--- src/rtl/brx_pkg.sv ---
package brx_pkg;
    localparam int XLEN  = 32;
    localparam int OFFW  = 16;
    localparam int JIDXW = 26;
    localparam int KINDW = 4;

    typedef enum logic [KINDW-1:0] {
        BK_NONE  = 4'd0,
        BK_EQ    = 4'd1,
        BK_NE    = 4'd2,
        BK_LEZ   = 4'd3,
        BK_GTZ   = 4'd4,
        BK_LTZ   = 4'd5,
        BK_GEZ   = 4'd6,
        BK_LTZL  = 4'd7,
        BK_GEZL  = 4'd8,
        BK_JMP   = 4'd9,
        BK_JMPL  = 4'd10
    } brx_kind_e;

    typedef struct packed {
        logic            vld;
        logic            tkn;
        logic            lwe;
        logic [XLEN-1:0] npc;
        logic [XLEN-1:0] lval;
        logic            pend;
        logic [XLEN-1:0] ptgt;
    } brx_state_t;
endpackage

--- src/rtl/brx_cond.sv ---
module brx_cond
    import brx_pkg::*;
#(
    parameter int W = XLEN
) (
    input  logic [KINDW-1:0] kind,
    input  logic [W-1:0]     opa,
    input  logic [W-1:0]     opb,
    output logic             take,
    output logic             is_jump,
    output logic             is_link
);
    logic neg;
    logic zero;

    always_comb begin
        neg     = opa[W-1];
        zero    = (opa == '0);
        take    = 1'b0;
        is_jump = 1'b0;
        is_link = 1'b0;
        case (kind)
            BK_EQ:   take = (opa == opb);
            BK_NE:   take = (opa != opb);
            BK_LEZ:  take = neg | zero;
            BK_GTZ:  take = ~neg & ~zero;
            BK_LTZ:  take = neg;
            BK_GEZ:  take = ~neg;
            BK_LTZL: begin take = neg;  is_link = 1'b1; end
            BK_GEZL: begin take = ~neg; is_link = 1'b1; end
            BK_JMP:  begin take = 1'b1; is_jump = 1'b1; end
            BK_JMPL: begin take = 1'b1; is_jump = 1'b1; is_link = 1'b1; end
            default: take = 1'b0;
        endcase
    end
endmodule

--- src/rtl/brx_target.sv ---
module brx_target
    import brx_pkg::*;
#(
    parameter int W  = XLEN,
    parameter int OW = OFFW,
    parameter int JW = JIDXW
) (
    input  logic [W-1:0]  pc,
    input  logic [OW-1:0] off,
    input  logic [JW-1:0] jidx,
    input  logic          is_jump,
    output logic [W-1:0]  seq,
    output logic [W-1:0]  tgt,
    output logic [W-1:0]  link
);
    localparam int EXTW = W - OW - 2;
    localparam int HIW  = W - JW - 2;

    logic [W-1:0] off_ext;
    logic [W-1:0] br_tgt;
    logic [W-1:0] j_tgt;

    always_comb begin
        seq     = pc + W'(4);
        link    = pc + W'(8);
        off_ext = {{EXTW{off[OW-1]}}, off, 2'b00};
        br_tgt  = seq + off_ext;
        j_tgt   = {seq[W-1 -: HIW], jidx, 2'b00};
        tgt     = is_jump ? j_tgt : br_tgt;
    end
endmodule

--- src/rtl/brx_resolver.sv ---
module brx_resolver
    import brx_pkg::*;
(
    input  logic              clk,
    input  logic              rst_n,
    input  logic              in_valid,
    input  logic [XLEN-1:0]   in_pc,
    input  logic [XLEN-1:0]   in_rs,
    input  logic [XLEN-1:0]   in_rt,
    input  logic [KINDW-1:0]  in_kind,
    input  logic [OFFW-1:0]   in_off,
    input  logic [JIDXW-1:0]  in_jidx,
    output logic              out_valid,
    output logic              out_taken,
    output logic [XLEN-1:0]   out_next_pc,
    output logic              out_link_we,
    output logic [XLEN-1:0]   out_link_val
);
    logic            take;
    logic            is_jump;
    logic            is_link;
    logic [XLEN-1:0] seq;
    logic [XLEN-1:0] tgt;
    logic [XLEN-1:0] link;

    brx_state_t st_d;
    brx_state_t st_q;

    brx_cond #(.W(XLEN)) u_cond (
        .kind    (in_kind),
        .opa     (in_rs),
        .opb     (in_rt),
        .take    (take),
        .is_jump (is_jump),
        .is_link (is_link)
    );

    brx_target #(.W(XLEN), .OW(OFFW), .JW(JIDXW)) u_tgt (
        .pc      (in_pc),
        .off     (in_off),
        .jidx    (in_jidx),
        .is_jump (is_jump),
        .seq     (seq),
        .tgt     (tgt),
        .link    (link)
    );

    always_comb begin
        st_d     = st_q;
        st_d.vld = in_valid;
        st_d.tkn = 1'b0;
        st_d.lwe = 1'b0;
        if (in_valid) begin
            if (st_q.pend) begin
                st_d.npc  = st_q.ptgt;
                st_d.pend = 1'b0;
            end else begin
                st_d.npc  = seq;
                st_d.tkn  = take;
                st_d.pend = take;
                st_d.ptgt = tgt;
                st_d.lwe  = is_link;
                if (is_link) begin
                    st_d.lval = link;
                end
            end
        end
    end

    always_ff @(posedge clk or negedge rst_n) begin
        if (!rst_n) begin
            st_q <= '0;
        end else begin
            st_q <= st_d;
        end
    end

    assign out_valid    = st_q.vld;
    assign out_taken    = st_q.tkn;
    assign out_next_pc  = st_q.npc;
    assign out_link_we  = st_q.lwe;
    assign out_link_val = st_q.lval;


    idle_quiet_chk: assert property (@(posedge clk) disable iff (!rst_n)
        !in_valid |=> (!out_valid && !out_taken && !out_link_we));


    idle_hold_pc_chk: assert property (@(posedge clk) disable iff (!rst_n)
        !in_valid |=> $stable(out_next_pc));


    taken_slot_next_chk: assert property (@(posedge clk) disable iff (!rst_n)
        (in_valid && !st_q.pend) |=> (out_next_pc == $past(in_pc) + XLEN'(4)));


    link_value_chk: assert property (@(posedge clk) disable iff (!rst_n)
        (in_valid && !st_q.pend) |=> (!out_link_we || out_link_val == $past(in_pc) + XLEN'(8)));


    slot_ignored_chk: assert property (@(posedge clk) disable iff (!rst_n)
        (in_valid && st_q.pend) |=> (!out_taken && !out_link_we && !st_q.pend));


    slot_redirect_chk: assert property (@(posedge clk) disable iff (!rst_n)
        out_taken |-> st_q.pend);


    jump_taken_chk: assert property (@(posedge clk) disable iff (!rst_n)
        (in_valid && !st_q.pend && (in_kind == BK_JMP || in_kind == BK_JMPL)) |=> out_taken);
endmodule

--- config.mk ---
export PLATFORM = sky130hd
export DESIGN_NAME = brx_resolver
export DESIGN_NICKNAME = d
export VERILOG_FILES = /design/src/rtl/brx_pkg.sv /design/src/rtl/brx_cond.sv /design/src/rtl/brx_target.sv /design/src/rtl/brx_resolver.sv
export SDC_FILE = /design/constraint.sdc
export NUM_CORES = 1
export LEC_CHECK = 0
export BUFFER_PORTS_ARGS = -buffer_cell sky130_fd_sc_hd__buf_2
export CAP_MARGIN = 10
export CORE_MARGIN = 4
export CORE_UTILIZATION = 50
export CTS_CLUSTER_SIZE = 25
export DETAILED_ROUTE_END_ITERATION = 10
export GPL_TIMING_DRIVEN = 1
export PLACE_DENSITY = 0.76
export SLEW_MARGIN = 40
export SYNTH_ARGS = -nofsm -noshare
export SYNTH_HDL_FRONTEND = slang
export SYNTH_HIERARCHICAL = 1
export SYNTH_SLANG_ARGS = --single-unit
--- constraint.sdc ---
create_clock -name clk -period 1.8 [get_ports clk]
set_input_delay 0.18 -clock clk [delete_from_list [all_inputs] [get_ports clk]]
set_output_delay 0.18 -clock clk [all_outputs]
set_load 0.01 [all_outputs]
# Word level (Yosys, flattened, before mapping)
# Index checks and enable logic that the tools add are counted.
# totals
output_inout_bits	67
register_bits	100
inputBits	145
wordCells	45
# op_classes
addsub	3
bitwise	5
reduce_logical	7
n_mux	11
n_eq_ne	12
# op_table
cell	count
$mux W32	5
$mux W99	1
$add A32 B3 Y32 const B	1
$add A32 B32 Y32	1
$add A32 B4 Y32 const B	1
$eq A32 B32 Y1	1
$logic_not A32 Y1	1
$ne A32 B32 Y1	1
$eq A4 B3 Y1 const B	4
$eq A4 B4 Y1 const B	3
$eq A4 B2 Y1 const B	2
$pmux W1 S7	1
$reduce_or A2 Y1	3
$eq A4 B1 Y1 const B	1
$mux W1	3
$not A1 Y1	3
$reduce_and A3 Y1	1
$reduce_or A3 Y1	1
$mux W2	1
$reduce_and A2 Y1	1
$and A1 B1 Y1	1
$or A1 B1 Y1	1

# Logic depth before layout (Yosys ltp)
# Gate-level depths: netlist (run 1).
# depth
word_depth	6
ltp_mapped	18

# Cells and area by module
# Netlist (run 1), hierarchy kept.
# modules_own_cells
mod	seq_area_each_um2	n_inst	area_per_inst_um2	cells_each
brx_resolver	2502.4	1	4498.1	349
brx_target	0.0	1	3046.7	453
brx_cond	0.0	1	540.5	73

# Worst setup path before layout (run 1)
# No wires, ideal clock.
# synth_timing
path_kind	input to register
start	input in_pc[5]
end	register st_q[30] (netlist bit)
setup_ps	64
arrival_ps	3667
setup_slack_ps	-1932
cell_stages	18
required_ps	1736
cell_sequence	buf_2 > and3_1 > and4_1 > and3_1 > buf_2 > nand3_1 > nor2_1 > xor2_1 > ha_1 > a21o_1 > a21o_1 > a21oi_1 > o21ai_1 > a2111oi_0 > nor3_1 > or4_1 > nand3_1 > mux2_2
# synth_between
elab_chain_len	3
# synth_rtl
element	line	text
start: declaration	brx_resolver.sv:7	input logic [XLEN-1:0] in_pc,
$add A32 B3 Y32	brx_target.sv:24	seq = pc + W'(4);
named net seq[23]	brx_resolver.sv:22	logic [XLEN-1:0] seq;
$add A32 B32 Y32	brx_target.sv:27	br_tgt = seq + off_ext;
$mux W32	brx_target.sv:29	tgt = is_jump ? j_tgt : br_tgt;
named net tgt[30]	brx_resolver.sv:23	logic [XLEN-1:0] tgt;
end signal: assignment	brx_resolver.sv:74	st_q <= st_d;
end: declaration	brx_resolver.sv:27	brx_state_t st_q;
# The timed path passes the listed nets, and every way through them passes these cells.
# A chain may end at the register's enable or synchronous reset.

# Worst setup path after layout (run 1)
# layout_timing
start	input in_pc[6]
end	register st_q[31] (netlist bit)
# The elaborated chain is that of the path after synthesis.

==> impl_metrics.json, run 1 <==
{
  "status": "finished, violations left",
  "failed_checks": "negative setup slack",
  "ant_nets": 0,
  "setup_ws_ns": -1.368,
  "ys_types": 68,
  "htree_levels": 3,
  "io_buffers": 211,
  "dieArea_mm2": 0.01827,
  "intPower_mw": 5.883,
  "swShare": 0.3472,
  "multi_input_area_mm2": 0.005878,
  "vias": 8146,
  "clkSinkCount": 100,
  "finalPower_mw": 9.012,
  "switchingPower_mw": 3.129,
  "p_seq_frac": 0.353,
  "start_kind": "input pin",
  "nets": 1432,
  "hold_path.class": "input pin to flip-flop",
  "synth_top_flop_cell": "dfrtp_1",
  "drt_wl_total_um": 27660,
  "ir_drop_mv": 0.6041,
  "grt_pass1_vias": 8251,
  "synthCells": 875,
  "core_mm2": 0.01589,
  "p_leak_nw": 5.640,
  "whs_ns": 0.08914,
  "crit_type": "input pin to flip-flop",
  "syn_avg_cell_area_um2": 9.240,
  "cts_buffer_depth": 2,
  "gp_congestion": 0.9538,
  "clk_latency_ns": 0.36,
  "comb_power_share": 0.435,
  "syn_nets": 1056,
  "required_ns": 2.05,
  "path_clk_slew_ns": 0.08,
  "fmax_mhz": 315.7,
  "num_rows": 46,
  "cts_tree": "yes",
  "areaGrowthSynthToFinish_pct": 51.31,
  "hold_violations": 0,
  "yosys.area.top_type": "dfrtp_1",
  "boundaryPins": 212,
  "seq_area_frac_synth": 0.3095,
  "setup_viol": 29,
  "highest_layer": "met4",
  "wl_per_cell_um": 18.78,
  "dr_wl_met2_um": 14110,
  "dp_hpwl_um": 19510,
  "root_buffer": "clkbuf_16",
  "endpoint_kind": "flip-flop",
  "route.detailed.drc": 0,
  "ys_ff_latch": 100,
  "finalCriticalPeriod_ns": 3.168,
  "drt_iter0_markers": 517,
  "n_fill_cell": 1014,
  "rsz0062_at_grt": "true",
  "drt-met1-wl_um": 10690,
  "yosys_warnings": 6,
  "drt-pass1-iter-count": 6,
  "maxSlewHeadroom": 0.6618,
  "p_clk_frac": 0.212,
  "grt_pass1_wl_um": 41080,
  "critPathArrivalTime_ns": 3.42,
  "grt_overflow_total": 0,
  "synth-edff-count": 0,
  "tightest_slew_ns": 0.5060,
  "grt_use_total": 0.2818,
  "avgViaCountPerCell": 5.530,
  "die_h_um": 135.2,
  "initial_core_util": 0.5090,
  "die_w_um": 135.2,
  "antenna_found_initial": 1,
  "cap_violations": 0,
  "grt_max_degree": 41,
  "period_share": 1.760,
  "async_reset_ff_frac": 1.000,
  "critPathMaxFanout": 4,
  "wl_met3_um": 1594,
  "syn_area_mm2": 0.008085,
  "cts_buffers": 9,
  "synth.top_cell.area_share": 0.3095,
  "drive_gt1_frac": 0.5342,
  "seqCellArea_mm2": 0.002504,
  "power_density_mw_per_mm2": 736.6,
  "synth.area.top_cells": "dfrtp_1 31%, xnor2_1 8.2%, buf_4 6.7%",
  "finalMaxSlewViolations": 0,
  "finClkSkew_ns": 0.01060
}
[timing repair]
| item | CTS | global route |
|---|---|---|
| endpoints found under the setup margin | 26 | 32 |
| setup buffers | 32 | 26 |
| hold buffers | 1 | 0 |
| pin swaps | 88 | 66 |
| endpoints found under the hold margin | 31 | 0 |
| resized for setup | 127 | 81 |
[cell usage after synthesis (3+ instances only)]
master and number:
dfrtp_1 100, xnor2_1 76, buf_4 72, nor2_1 72, nand2_1 63, a21oi_1 57
mux2i_1 36, ha_1 35, mux2_1 34, mux2_2 33, xor2_1 32, nand3_1 25
nand4_1 25, o21ai_0 20, a21o_1 17, clkbuf_1 17, and3_1 15, o21ai_1 15
inv_1 11, nor4_1 10, nor2b_1 9, nor3_1 9, buf_6 8, nand2b_1 7
buf_2 6, o21a_1 5, and2_1 4, buf_1 4, o31ai_1 4, a32oi_1 3
o211ai_1 3, o22ai_1 3
[layout by cell type (no fill, tap or decap), types with 4 or more instances in the layout]
cell and n:
a21oi_2 13, nor2b_1 8, inv_1 9, nor2_4 8, xor2_1 24, ha_4 18
buf_12 4, buf_4 222, xnor2_4 6, dfrtp_1 99, and3_4 9, nor3_1 6
o21ai_2 6, nand3_1 17, nor2_2 4, nand2_1 55, buf_2 204, mux2i_1 36
nand2b_1 7, xnor2_1 62, o21ai_1 22, nand4_1 25, mux2_2 15, o21a_1 5
xnor2_2 8, nor2_1 60, xor2_2 7, nor4_1 9, buf_6 39, o21ai_0 5
clkbuf_16 9, a21o_1 15, nand2_2 8, mux2_4 24, mux2_1 28, nand3_4 6
a21oi_1 42, ha_1 14, and3_1 7
[per-layer routing]
layer,vias up,GRT usage
met5,-,0
li1,3782,-
met2,322,0.4953
met3,94,0.05052
met1,3948,0.3382
met4,0,0.1215
[worst max-delay path: stages]
cell and delay [ns]:
buf_6 0.07, and3_4 0.21, and3_4 0.21, nand3_4 0.09, or3_4 0.45, buf_6 0.15
nor2_4 0.10, xor2_2 0.18, ha_1 0.28, a21o_1 0.19, a211o_1 0.29, a31o_2 0.23
o221a_1 0.11, o31a_1 0.13, mux2i_1 0.19, xnor2_1 0.09, mux2_4 0.25
[stage by stage]
| step | setup slack, ns | instance area, um^2 | instances | TNS [ns] | utilization |
|---|---|---|---|---|---|
| final | -1.368 | 12230 | 1473 | -26.87 | 0.7702 |
| after global routing | -1.484 | 12230 | 1473 | -29.55 | 0.7702 |
| after CTS | -1.260 | 11720 | 1457 | -24.02 | 0.7379 |
| after detailed placement | -1.731 | 10580 | 1412 | -40.38 | 0.6662 |
| after global placement | -1.702 | 10580 | 1412 | -38.33 | 0.6662 |
| after floorplan | -1.554 | 8383 | 875 | -24.81 | - |
[path summary, 6_finish.rpt]
check                                  from  cells after the start               end  slack [ns]
setup / recovery                   in_pc[6]                     17          st_q[31]       -1.37
hold / removal                     in_pc[1]                      2   out_link_val[1]        0.09
setup reg to reg                   st_q[32]                      3          st_q[15]        0.42
hold reg to reg            out_link_val[19]                      1  out_link_val[19]        0.49
max in group asynchronous             rst_n                      3   out_next_pc[10]        0.91
min in group asynchronous             rst_n                      2   out_next_pc[26]        0.32
[power groups by stage]
stage          Combinational (mW)  Clock [mW]  Sequential (mW)
4_1_cts                      3.66        1.94             3.17
3_3_place_gp                 3.19           0             3.17
3_5_place_dp                 3.26           0             3.20
6_report                     3.92        1.91             3.18
2_1_floorplan                2.37           0             3.12
5_1_grt                      4.19        2.02             3.25
[sequential cells by signal, indices dropped and copies added, names as in the netlist]
signal,flops
st_q,33
out_link_val,32
out_next_pc,32
out_link_we,1
out_taken,1
out_valid,1
[cell families after synthesis]
group           after synthesis  synth area share
simple gates                255            0.1577
flops                       100            0.3095
fa+ha+maj                    36           0.05664
mux                         103            0.1379
compound gates              154            0.1229
buf+inv                     119           0.09842
xor+xnor                    108            0.1170
[layout make-up]
class	instances	share of cell area
clock inverter	7	0.003989
sequential	100	0.2046
clock buffer	9	0.01841
inverter	11	0.003579
timing repair buffer	473	0.2666
antenna	1	0.0002045
tap	216	0.02209
multi-input combinational	656	0.4805
Power figures use the tool's default switching activity.
==> run 2, diff against run 1 <==
Settings changed: CORE_UTILIZATION 50 to 54, PLACE_DENSITY 0.76 to 0.81.
==> impl_metrics.json, run 2 (synthesized netlist as in run 1, its figures left out) <==
{
  "status": "finished, violations left",
  "failed_checks": "negative setup slack",
  "antenna_found_initial": 3,
  "cts_buffer_depth": 2,
  "clkSinkCount": 100,
  "areaGrowthSynthToFinish_pct": 51.93,
  "tightest_slew_ns": 0.4691,
  "rsz0062_at_grt": "true",
  "maxSlewHeadroom": 0.6865,
  "place_area_mm2": 0.01046,
  "r2r_cells": 3,
  "hold_path.class": "input pin to flip-flop",
  "wl_per_cell_um": 24.27,
  "num_rows": 44,
  "required_ns": 2.06,
  "cts_tree": "yes",
  "crit_type": "input pin to flip-flop",
  "fmax_mhz": 287.9,
  "n_fill_cell": 704,
  "endpoint_kind": "flip-flop",
  "power_density_mw_per_mm2": 769.4,
  "grt_pass1_vias": 8215,
  "top_register": "st_q",
  "initial_core_util": 0.5542,
  "grt_max_degree": 47,
  "grt_overflow_total": 0,
  "startpoint": "in_pc[6]",
  "route.detailed.drc": 0,
  "vias": 9040,
  "max_stage_delay_ns": 0.38,
  "fin_area_mm2": 0.01228,
  "core_mm2": 0.01459,
  "path_clk_slew_ns": 0.07,
  "cts_buffers": 9,
  "drt_wl_total_um": 34680,
  "setup_ws_ns": -1.673,
  "dp.cells": 1369,
  "ant_nets": 0,
  "ir_drop_mv": 0.5245,
  "dp_hpwl_um": 19800,
  "grt_pass1_wl_um": 40990,
  "final_common_cell": "buf_4",
  "htree_levels": 3,
  "largest_reg_flops": 33,
  "cpMostUsedCell": "and3_4",
  "die_h_um": 130.4,
  "clk_latency_ns": 0.38,
  "nets": 1419,
  "critPathArrivalTime_ns": 3.73,
  "slowest_stage": "xnor2_1",
  "dieArea_mm2": 0.01699,
  "hold_violations": 0,
  "root_buffer": "clkbuf_16",
  "cap_violations": 0,
  "drt-pass1-iter-count": 8,
  "instances_no_fill": 1429,
  "drive_gt1_frac": 0.5382,
  "critPathMaxFanout": 4,
  "avgViaCountPerCell": 6.326,
  "finalMaxSlewViolations": 0,
  "die_w_um": 130.4,
  "period_share": 1.929,
  "fin_util": 0.8420,
  "grt_use_total": 0.3083,
  "reg2reg_slack_ns": 0.32,
  "worstReg2RegEnd": "st_q[23]",
  "setup_viol": 33,
  "regToRegStartpoint": "st_q[32]",
  "most-common-layout-cells": "209 x buf_4, 204 x buf_2, 99 x dfrtp_1",
  "critPathCapture": "st_q[21]",
  "cp_cell_sequence": "buf_6 > and3_4 > and3_4 > buf_6 > nand4_1 > xnor2_1 > buf_4 > ha_4 > and3_4 > and3_4 > a32oi_2 > nand3_2 > buf_4 > buf_6 > o21ai_1 > nand2_1 > xnor2_1 > o21ai_1 > mux2_2",
  "start_kind": "input pin",
  "drt_iter0_markers": 883,
  "p_leak_nw": 5.640,
  "io_buffers": 211,
  "finClkSkew_ns": 0.01563,
  "boundaryPins": 212,
  "finalCriticalPeriod_ns": 3.473,
  "gp_congestion": 0.9759
}
==> run 2: critical path: cells and delay by family <==
kind	cells	cell delay [ns]
and+or+nand+nor	7	1.35
buffers and inverters	5	0.67
muxes	1	0.27
AOI/OAI and AO/OA	3	0.43
xor gates and xnor gates	2	0.59
adders and majority gates	1	0.22
==> run 2: area by class of cell <==
cell class	instances	area [um^2]	area share
tap	184	230.2	0.01874
multi-input combinational	656	6036	0.4913
clock inverter	5	42.54	0.003463
inverter	11	46.29	0.003769
sequential	100	2504	0.2038
clock buffer	11	242.7	0.01976
timing repair buffer	460	3178	0.2587
antenna	2	5.005	0.0004074
==> run 2: power by group <==
| group | switching [mW] | leakage, nW | total [mW] | internal (mW) |
|---|---|---|---|---|
| Combinational | 2.10 | 4.34 | 4.21 | 2.11 |
| Clock | 0.970 | 0.130 | 1.96 | 0.991 |
| Sequential | 0.422 | 1.17 | 3.28 | 2.86 |
==> run 2: worst min path at each step <==
stage | startpoint | endpoint | slack (ns) | cells past startpoint
2_1_floorplan | rst_n | out_link_val[0] | -0.12 | 0
3_3_place_gp | rst_n | out_next_pc[29] | 0.12 | 1
3_5_place_dp | rst_n | st_q[27] | 0.12 | 1
4_1_cts | in_pc[0] | out_link_val[0] | 0.08 | 2
5_1_grt | in_pc[1] | out_link_val[1] | 0.13 | 2
6_report | in_pc[1] | out_link_val[1] | 0.14 | 2
==> run 2: repair_timing <==
| action | in CTS | in global routing |
|---|---|---|
| endpoints found under the setup margin | 26 | 32 |
| hold endpoints to repair | 23 | 0 |
| hold buffers | 1 | 0 |
| gates resized for setup | 103 | 129 |
| buffers inserted | 17 | 28 |
| pin swaps | 53 | 111 |
==> run 2: metal layers <==
layer | GRT usage | up-vias | share of wire
li1 | - | 3745 | -
met1 | 0.3435 | 4312 | 0.33
met2 | 0.5709 | 714 | 0.49
met3 | 0.05117 | 265 | 0.092
met4 | 0.1428 | 4 | 0.085
met5 | 0 | - | 0.00098
==> run 2: through the flow <==
step	setup slack (ns)	hold WS [ns]	TNS (ns)	power, mW
2_1_floorplan	-1.554	-0.1156	-24.81	5.487
3_3_place_gp	-1.621	0.1220	-36.32	6.314
3_5_place_dp	-1.714	0.1231	-39.52	6.473
4_1_cts	-1.243	0.07526	-22.12	8.646
5_1_grt	-1.688	0.1304	-30.71	9.788
6_report	-1.673	0.1417	-30.34	9.452
==> run 3, diff against run 2 <==
Settings changed: CELL_PAD_IN_SITES_DETAIL_PLACEMENT set to 0, CELL_PAD_IN_SITES_GLOBAL_PLACEMENT set to 1, CORE_UTILIZATION 54 to 41, PLACE_DENSITY 0.81 to 0.79, RECOVER_POWER set to 50.
==> impl_metrics.json, run 3 (synthesized netlist as in run 1, its figures left out) <==
{
  "path_clk_slew_ns": 0.07,
  "areaGrowthSynthToFinish_pct": 49.09,
  "largest_reg_flops": 33,
  "grt_overflow_total": 0,
  "power_density_mw_per_mm2": 757.0,
  "final_common_cell": "buf_4",
  "pre_cts_ws_ns": -1.746,
  "grt.met2_usage": 0.3978,
  "cts_buffers": 9,
  "wl_per_cell_um": 17.64,
  "slowest_stage": "or3_4",
  "drive_gt1_frac": 0.5135,
  "drt_iter0_markers": 382,
  "min_to": "out_link_val[0]",
  "top_usage_layer": "met2",
  "io_buffers": 211,
  "worstReg2RegEnd": "out_next_pc[13]",
  "root_buffer": "clkbuf_16",
  "critPathTopFamily": "simple AND/OR/NAND/NOR gates",
  "boundaryPins": 212,
  "grt_max_degree": 68,
  "max_stage_delay_ns": 0.46,
  "dieArea_mm2": 0.02203,
  "clk_latency_ns": 0.36,
  "reg2reg_slack_ns": 0.37,
  "diodes": 0,
  "cp_cell_sequence": "buf_6 > and3_4 > and3_4 > nand3_4 > or3_4 > xnor2_4 > ha_4 > and3_4 > and3_4 > a32oi_2 > nand3_2 > o2111ai_4 > a211oi_2 > o31a_1 > o31ai_2 > mux2_4",
  "crit_cells": 16,
  "nets": 1399,
  "setup_ws_ns": -1.279,
  "drt_wl_total_um": 26250,
  "hold_path.class": "input pin to flip-flop",
  "status": "finished, violations left",
  "rsz0062_at_grt": "true",
  "start_kind": "input pin",
  "r2r_cells": 4,
  "cts_tree": "yes",
  "dp_hpwl_um": 19750,
  "most-common-layout-cells": "201 x buf_4, 186 x buf_2, 99 x dfrtp_1",
  "tightest_slew_ns": 1.295,
  "ant_nets": 0,
  "vias": 7633,
  "top_register": "st_q",
  "failed_checks": "negative setup slack",
  "instances_no_fill": 1488,
  "grt_pass1_wl_um": 39560,
  "clkSinkCount": 100,
  "antenna_found_initial": 0,
  "initial_core_util": 0.4168,
  "die_h_um": 148.4,
  "grt_use_met3": 0.03473,
  "drt-pass1-iter-count": 5,
  "avgViaCountPerCell": 5.130,
  "finalMaxSlewViolations": 0,
  "required_ns": 2.10,
  "num_rows": 51,
  "regToRegStartpoint": "st_q[32]",
  "period_share": 1.710,
  "grt_pass1_vias": 7748,
  "critPathMaxFanout": 4,
  "setup_viol": 27,
  "use_met1": 0.2837,
  "finClkSkew_ns": 0.007011,
  "cp_num_buf_inv": 1,
  "finalCriticalPeriod_ns": 3.079,
  "holdPathStages": 2,
  "core_mm2": 0.01940,
  "dp.cells": 1442,
  "cts_buffer_depth": 2,
  "gp_congestion": 0.8573,
  "p_leak_nw": 5.441,
  "ir_drop_mv": 0.4400,
  "grt_use_total": 0.2241,
  "critPathArrivalTime_ns": 3.38,
  "route.detailed.drc": 0,
  "endpoint_kind": "flip-flop",
  "crit_type": "input pin to flip-flop",
  "hold_violations": 0,
  "cap_violations": 0,
  "worstHoldStart": "in_pc[0]",
  "cpMostUsedCell": "and3_4",
  "maxSlewHeadroom": 0.1366,
  "die_w_um": 148.4,
  "fmax_mhz": 324.8,
  "htree_levels": 3
}
run 3: cell count changes in the layout (fill, tap and decap cells not counted), moves of 4 or more:
cell / change
nor2_4: -4
buf_2: -18
buf_6: -15
buf_4: -8
ha_1: -5
xnor2_4: -4
xnor2_2: +4
clkbuf_1: +19
run 3: final cells by class:
class / count / area, um^2
Clock buffer: 10 / 229.0
Clock inverter: 6 / 86.33
Timing Repair Buffer: 440 / 2925
Fill cell: 1665 / 7345
Sequential cell: 100 / 2504
Inverter: 11 / 41.29
Tap cell: 265 / 331.6
Multi-Input combinational cell: 656 / 5937
run 3: power breakdown:
group / leakage (nW) / internal, mW / switching (mW)
Clock: 0.153 / 1.22 / 0.937
Combinational: 4.12 / 2.00 / 1.77
Sequential: 1.17 / 2.86 / 0.339
Total: 5.44 / 6.08 / 3.05
run 3: per-layer routing:
metal | part of all wire | vias up
met5 | 0 | -
met4 | 0.023 | 0
met3 | 0.045 | 34
met1 | 0.42 | 3684
met2 | 0.51 | 207
li1 | - | 3708
run 3: worst register-to-register path, delay by kind of cell (launching register included):
kind	cells	cell delay (ns)
buf+inv	2	0.55
flops	1	0.41
compound gates	1	0.09
mux	1	0.22
run 3: what timing repair did:
item | in CTS | in global routing
gates cloned | 0 | 0
pin swaps | 55 | 70
resized for setup | 118 | 82
setup endpoints to repair | 26 | 30
hold buffers | 1 | 0
endpoints found under the hold margin | 100 | 0
buffers inserted | 17 | 26
run 3: worst max path at each step:
stage	end	slack, ns	startpoint
2_1_floorplan	st_q[29]	-1.55	in_pc[5]
6_report	st_q[29]	-1.28	in_pc[5]
3_3_place_gp	st_q[31]	-1.73	in_pc[6]
3_5_place_dp	st_q[31]	-1.75	in_pc[3]
5_1_grt	st_q[31]	-1.37	in_pc[5]
4_1_cts	st_q[31]	-1.24	in_pc[6]
run 3: per-stage QoR:
stage                     power (mW)  setup TNS (ns)  hold slack (ns)  area [um^2]  utilization
after floorplan                5.487          -24.81          -0.1156         8383            -
after global placement         6.378          -37.19          0.02772        10530       0.5426
after detailed placement       6.465          -38.93          0.02690        10530       0.5426
after CTS                      8.928          -22.26           0.1065        11610       0.5987
after global routing           9.627          -25.80           0.1011        12050       0.6214
final                          9.125          -23.35           0.1121        12050       0.6214
